--- src/rtl/i2c_bc_pkg.sv ---
package i2c_bc_pkg;

    typedef enum logic [2:0] {
        ST_IDLE,
        ST_RELEASE,
        ST_CLK_LO,
        ST_CLK_HI,
        ST_STOP_A,
        ST_STOP_B,
        ST_STOP_C,
        ST_STOP_D
    } bc_state_t;

endpackage

--- src/rtl/bc_halfper.sv ---
module bc_halfper #(
    parameter int HALF_CYC = 1250
) (
    input  logic clk,
    input  logic rst_n,
    input  logic restart,
    output logic tick
);
    localparam int TW = (HALF_CYC > 1) ? $clog2(HALF_CYC) : 1;
    localparam logic [TW-1:0] LAST = TW'(HALF_CYC - 1);

    logic [TW-1:0] cnt;

    assign tick = (cnt == LAST);

    always_ff @(posedge clk or negedge rst_n) begin
        if (!rst_n) begin
            cnt <= '0;
        end else if (restart || tick) begin
            cnt <= '0;
        end else begin
            cnt <= cnt + 1'b1;
        end
    end

    AST_HALF_BOUND: assert property (@(posedge clk) disable iff (!rst_n)
        cnt <= LAST);

endmodule

--- src/rtl/bc_timeout.sv ---
module bc_timeout #(
    parameter int LIMIT = 12_500_000
) (
    input  logic clk,
    input  logic rst_n,
    input  logic arm,
    input  logic run,
    output logic expire
);
    localparam int LW = $clog2(LIMIT + 1);
    localparam logic [LW-1:0] LAST = LW'(LIMIT - 1);

    logic [LW-1:0] cnt;

    assign expire = run && (cnt == LAST);

    always_ff @(posedge clk or negedge rst_n) begin
        if (!rst_n) begin
            cnt <= '0;
        end else if (arm) begin
            cnt <= '0;
        end else if (run && !expire) begin
            cnt <= cnt + 1'b1;
        end
    end

    AST_TO_BOUND: assert property (@(posedge clk) disable iff (!rst_n)
        run |-> cnt <= LAST);

endmodule

--- src/rtl/bc_fsm.sv ---
module bc_fsm
    import i2c_bc_pkg::*;
#(
    parameter int MAX_PULSES = 9
) (
    input  logic clk,
    input  logic rst_n,
    input  logic start,
    input  logic tick,
    input  logic sda_in,
    input  logic expire,
    output logic accept,
    output logic scl_oe,
    output logic sda_oe,
    output logic busy,
    output logic done,
    output logic fail
);
    localparam int PW = $clog2(MAX_PULSES + 1);
    localparam logic [PW-1:0] CAP = PW'(MAX_PULSES);

    bc_state_t state, state_nx;
    logic [PW-1:0] pcnt;
    logic          sample, more;

    assign accept = (state == ST_IDLE) && start;
    assign sample = tick && (state == ST_RELEASE || state == ST_CLK_HI);
    assign more   = !sda_in && (pcnt < CAP);

    // state register
    always_ff @(posedge clk or negedge rst_n) begin
        if (!rst_n) begin
            state <= ST_IDLE;
        end else begin
            state <= state_nx;
        end
    end

    // next state
    always_comb begin
        state_nx = state;
        unique case (state)
            ST_IDLE:    if (start) state_nx = ST_RELEASE;
            ST_RELEASE,
            ST_CLK_HI:  if (tick) state_nx = more ? ST_CLK_LO : ST_STOP_A;
            ST_CLK_LO:  if (tick) state_nx = ST_CLK_HI;
            ST_STOP_A:  if (tick) state_nx = ST_STOP_B;
            ST_STOP_B:  if (tick) state_nx = ST_STOP_C;
            ST_STOP_C:  if (tick) state_nx = ST_STOP_D;
            ST_STOP_D:  if (tick) state_nx = ST_IDLE;
            default:    state_nx = ST_IDLE;
        endcase
        if (expire && state != ST_IDLE) state_nx = ST_IDLE;
    end

    // line drivers
    always_comb begin
        scl_oe = 1'b0;
        sda_oe = 1'b0;
        unique case (state)
            ST_CLK_LO, ST_STOP_A: scl_oe = 1'b1;
            ST_STOP_B: begin
                scl_oe = 1'b1;
                sda_oe = 1'b1;
            end
            ST_STOP_C: sda_oe = 1'b1;
            default: begin
                scl_oe = 1'b0;
                sda_oe = 1'b0;
            end
        endcase
    end

    assign busy = (state != ST_IDLE);

    // pulse counter and result flags
    always_ff @(posedge clk or negedge rst_n) begin
        if (!rst_n) begin
            pcnt <= '0;
            done <= 1'b0;
            fail <= 1'b0;
        end else begin
            done <= expire || (state == ST_STOP_D && tick);
            if (accept) begin
                pcnt <= '0;
                fail <= 1'b0;
            end else begin
                if (!expire && sample && more) pcnt <= pcnt + 1'b1;
                if (expire || (sample && !sda_in && pcnt == CAP)) fail <= 1'b1;
            end
        end
    end

    AST_PULSE_CAP: assert property (@(posedge clk) disable iff (!rst_n)
        pcnt <= CAP);
    AST_DONE_ONE: assert property (@(posedge clk) disable iff (!rst_n)
        done |=> !done);
    AST_START_IGNORED: assert property (@(posedge clk) disable iff (!rst_n)
        (state != ST_IDLE && state != ST_RELEASE && start) |=> state != ST_RELEASE);
    AST_STOP_SDA_LOW: assert property (@(posedge clk) disable iff (!rst_n)
        $rose(sda_oe) |-> scl_oe);
    AST_STOP_SDA_REL: assert property (@(posedge clk) disable iff (!rst_n)
        $fell(sda_oe) |-> !scl_oe);

endmodule

--- src/rtl/i2c_bus_clear.sv ---
module i2c_bus_clear #(
    parameter int HALF_CYC    = 1250,
    parameter int MAX_PULSES  = 9,
    parameter int TIMEOUT_CYC = 12_500_000
) (
    input  logic clk,
    input  logic rst_n,
    input  logic start,
    input  logic sda_in,
    output logic scl_oe,
    output logic sda_oe,
    output logic busy,
    output logic done,
    output logic fail
);
    logic accept, tick, expire;

    bc_halfper #(.HALF_CYC(HALF_CYC)) u_half (
        .clk     (clk),
        .rst_n   (rst_n),
        .restart (accept),
        .tick    (tick)
    );

    bc_timeout #(.LIMIT(TIMEOUT_CYC)) u_to (
        .clk    (clk),
        .rst_n  (rst_n),
        .arm    (accept),
        .run    (busy),
        .expire (expire)
    );

    bc_fsm #(.MAX_PULSES(MAX_PULSES)) u_fsm (
        .clk    (clk),
        .rst_n  (rst_n),
        .start  (start),
        .tick   (tick),
        .sda_in (sda_in),
        .expire (expire),
        .accept (accept),
        .scl_oe (scl_oe),
        .sda_oe (sda_oe),
        .busy   (busy),
        .done   (done),
        .fail   (fail)
    );

    AST_IDLE_RELEASED: assert property (@(posedge clk) disable iff (!rst_n)
        !busy |-> (!scl_oe && !sda_oe));
    AST_ABORT: assert property (@(posedge clk) disable iff (!rst_n)
        expire |=> (!busy && fail && done));
    AST_DONE_ENDS_BUSY: assert property (@(posedge clk) disable iff (!rst_n)
        done |-> !busy);

endmodule

--- config.mk ---
export PLATFORM = sky130hd
export DESIGN_NAME = i2c_bus_clear
export DESIGN_NICKNAME = d
export VERILOG_FILES = /design/src/rtl/i2c_bc_pkg.sv /design/src/rtl/bc_halfper.sv /design/src/rtl/bc_timeout.sv /design/src/rtl/bc_fsm.sv /design/src/rtl/i2c_bus_clear.sv
export SDC_FILE = /design/constraint.sdc
export NUM_CORES = 1
export LEC_CHECK = 0
export BUFFER_PORTS_ARGS = -buffer_cell sky130_fd_sc_hd__clkbuf_2
export CORE_UTILIZATION = 51
export CTS_BUF_LIST = sky130_fd_sc_hd__clkbuf_4 sky130_fd_sc_hd__clkbuf_8
export CTS_CLUSTER_DIAMETER = 150
export DETAILED_ROUTE_END_ITERATION = 6
export PLACE_DENSITY = 0.7
export SYNTH_ARGS = -nofsm -noshare
export SYNTH_HDL_FRONTEND = slang
export SYNTH_SLANG_ARGS = --single-unit
--- constraint.sdc ---
create_clock -name clk -period 1.9 [get_ports clk]
set_clock_uncertainty 0.1 [all_clocks]
set_input_delay 0.38 -clock clk [delete_from_list [all_inputs] [get_ports clk]]
set_output_delay 0.38 -clock clk [all_outputs]
set_load 0.1 [all_outputs]
==> results.yml <==
outcome:
  status: "complete, but fails checks"
  violations: "setup timing"
worst_setup_path:
  critPathMaxFanout: 4
  r2r_cells: 6
  cpPeakStageDelay_ns: 0.41
  endpoint_kind: "primary output"
  cp-start-kind: "flop"
  path_cells: "buf_6 > buf_4 > xor2_2 > and2_4 > buf_12"
  reg2reg_slack_ns: 0.01
  cp.required_ns: 1.42
  critPathArrivalTime_ns: 1.46
  critPathKind: "reg2out"
  r2r_start: "u_to.cnt[0]"
  cp_num_buf_inv: 3
  slowest_stage: "dfrtp_1"
  r2r-end: "u_to.cnt[22]"
  crit_family: "buffers and inverters"
logic_synthesis:
  synth_nets: 274
  yosysTopAreaCellShare_pct: 44.6
  seq_area_frac_synth_pct: 44.6
  avgSynthCellArea_um2: 9.36
  synth-main-ff-cell: "dfrtp_1"
  ys_types: 50
  netlist.top_cell.by_area: "dfrtp_1"
  yosys_warnings: 0
  syn_area_mm2: 0.00247
  synthArstFlopShare_pct: 100
  synth-edff-count: 0
  synthCells: 264
  ys_ff_latch: 44
  synthTopCellsByArea: "dfrtp_1, nor2_1, xnor2_1"
sta:
  worst_slack_ns: -0.0438
  finalCriticalPeriod_ns: 1.94
  post-route-period-util_pct: 102
  final_hold_viol_count: 0
  rsz0062_at_grt: "true"
  slew_headroom_pct: 63.1
  worstMarginPinSlew_ns: 0.554
  timing.fmax_ghz: 0.514
  finalMaxSlewViolations: 0
  setup_viol: 2
power:
  ir_worst_vdd_v: 0.000426
  power_density_mw_per_mm2: 463
  comb_power_share_pct: 1.8
  switching_share_pct: 21.1
  static-leakage-power_uw: 0.00145
  clockPowerShare_pct: 37.0
  switchingPower_uw: 322
  seqPwrFrac_pct: 61.3
  p_int_uw: 1210
layout:
  n_antenna_cell: 0
  area_growth_pct: 33.4
  drive_gt1_share_pct: 35.1
  fin_nets: 343
  design_area_mm2: 0.00330
global_routing:
  grt-ovfl-total: 0
  grt_max_degree: 45
  track_usage_pct: 25.1
  grt_pass1_vias: 2175
  grt_pass1_wl_um: 10000
  antenna_found_initial: 0
route:
  avgRoutedWirePerCell_um: 15.9
  wl_um: 6130
  drt_iter0_drc: 172
  num_vias: 2242
  via_per_inst: 5.82
  drc_errors: 0
  antenna_left: 0
  first_pass_iters: 4
place:
  io_buffers: 8
  routabilityCongestion: 0.944
  dpl_cell_area_mm2: 0.00295
  dp_hpwl_um: 4120
  place_worst_setup_slack_ns: -0.0209
clocking:
  cts_tree: "done"
  cts_root_buf: "clkbuf_8"
  postCtsHoldBufs: 0
  htree_levels: 2
  cts.clk_slew.worst_paths_ns: 0.08
  cts_buffers: 5
  cts_buffer_depth: 2
  clock_sinks: 44
  clock_latency_ns: 0.30
floorplan:
  design.die.area_mm2: 0.00513
  core_area_mm2: 0.00450
  start_util_pct: 54.9
  die_y_um: 71.6
  io_pins: 9
  fp-row-count: 24
  die_w_um: 71.6
min_path:
  hp-class: "in2async"
run:
  drv_cap: 0
## state kept, by name, indices dropped and copies added, names as in the netlist
| name | flops |
|---|---|
| u_fsm.done | 1 |
| u_fsm.pcnt | 4 |
| u_to.cnt | 24 |
| u_fsm.state | 3 |
| u_fsm.fail | 1 |
| u_half.cnt | 11 |
## kinds of logic after synthesis
group / synth area share [%]
compound gates: 12.4
buf+inv: 3.64
simple gates: 28.8
xor+xnor: 6.73
fa+ha+maj: 3.04
mux: 0.810
flops: 44.6
## layer usage
layer / GRT usage, % / vias up / part of all wire (%)
met5: 0 / - / 0
met4: 8.71 / 0 / 2.7
met3: 4.92 / 17 / 4.2
met2: 40.9 / 60 / 49
met1: 33.6 / 1083 / 45
li1: - / 1082 / -
## power groups by stage
stage | combinational, uW | sequential, uW | clock, uW
after CTS | 28.6 | 935 | 590
after floorplan | 1.12 | 954 | 0
final | 27.2 | 936 | 565
after global routing | 31.6 | 935 | 614
after detailed placement | 28.6 | 954 | 0
after global placement | 28.9 | 954 | 0
## cell usage in the layout, fill, tap and decap left out, drive strengths merged, types with 3 or more instances in the layout
cell type	n
xnor2	12
and3	3
or4	3
nor2	33
dfrtp	44
o31ai	3
xor2	7
nor4b	3
nor4	6
nor3	4
ha	6
a21oi	9
nand2	27
o21ai	22
a31oi	5
clkbuf	11
nand3	20
and2	3
buf	66
nand4	10
inv	12
## worst max-delay path by stage
stage                     cells after the start  slack (ns)            to            from
after global placement                        6        0.03  u_to.cnt[18]     u_to.cnt[1]
after detailed placement                      6       -0.02  u_to.cnt[20]     u_to.cnt[1]
after CTS                                     4       -0.03        scl_oe  u_fsm.state[0]
after floorplan                               7       0.009  u_to.cnt[22]     u_to.cnt[0]
after global routing                          5       -0.07        scl_oe  u_fsm.state[1]
final                                         5       -0.04        sda_oe  u_fsm.state[1]
## timing repair
| item | 4_1_cts | 5_1_grt |
|---|---|---|
| pin swaps | 2 | 7 |
| endpoints found under the setup margin | 7 | 23 |
| setup buffers | 7 | 8 |
| gates resized for setup | 9 | 25 |
## synthesized netlist by cell type, types with 3 or more instances
| cell type | n |
|---|---|
| a21oi_1 | 9 |
| a31oi_1 | 5 |
| and3_1 | 3 |
| buf_2 | 3 |
| clkbuf_1 | 4 |
| dfrtp_1 | 44 |
| ha_1 | 6 |
| inv_1 | 12 |
| nand2_1 | 27 |
| nand3_1 | 19 |
| nand4_1 | 8 |
| nor2_1 | 32 |
| nor4_4 | 3 |
| o21ai_0 | 15 |
| o21ai_1 | 7 |
| o31ai_1 | 3 |
| xnor2_1 | 12 |
| xor2_1 | 7 |
## metrics by stage
stage / power [uW] / util, % / setup TNS [ns] / cells / hold slack [ns]
after global routing: 1580 / 73.2 / -0.302 / 385 / 0.109
after detailed placement: 983 / 65.5 / -0.0399 / 363 / 0.393
final: 1530 / 73.2 / -0.0810 / 385 / 0.0400
after CTS: 1550 / 69.3 / -0.0259 / 377 / 0.0610
after global placement: 983 / 65.5 / 0 / 363 / 0.394
after floorplan: 956 / - / 0 / 264 / -0.0156
## layout make-up
type / instances / area [um^2]
Clock inverter: 1 / 5.00
Timing Repair Buffer: 71 / 566
Sequential cell: 44 / 1110
Clock buffer: 6 / 76.3
Tap cell: 52 / 65.1
Inverter: 12 / 47.5
Fill cell: 311 / 1210
Multi-Input combinational cell: 199 / 1430
No activity file was read; power rests on OpenSTA's default activity.
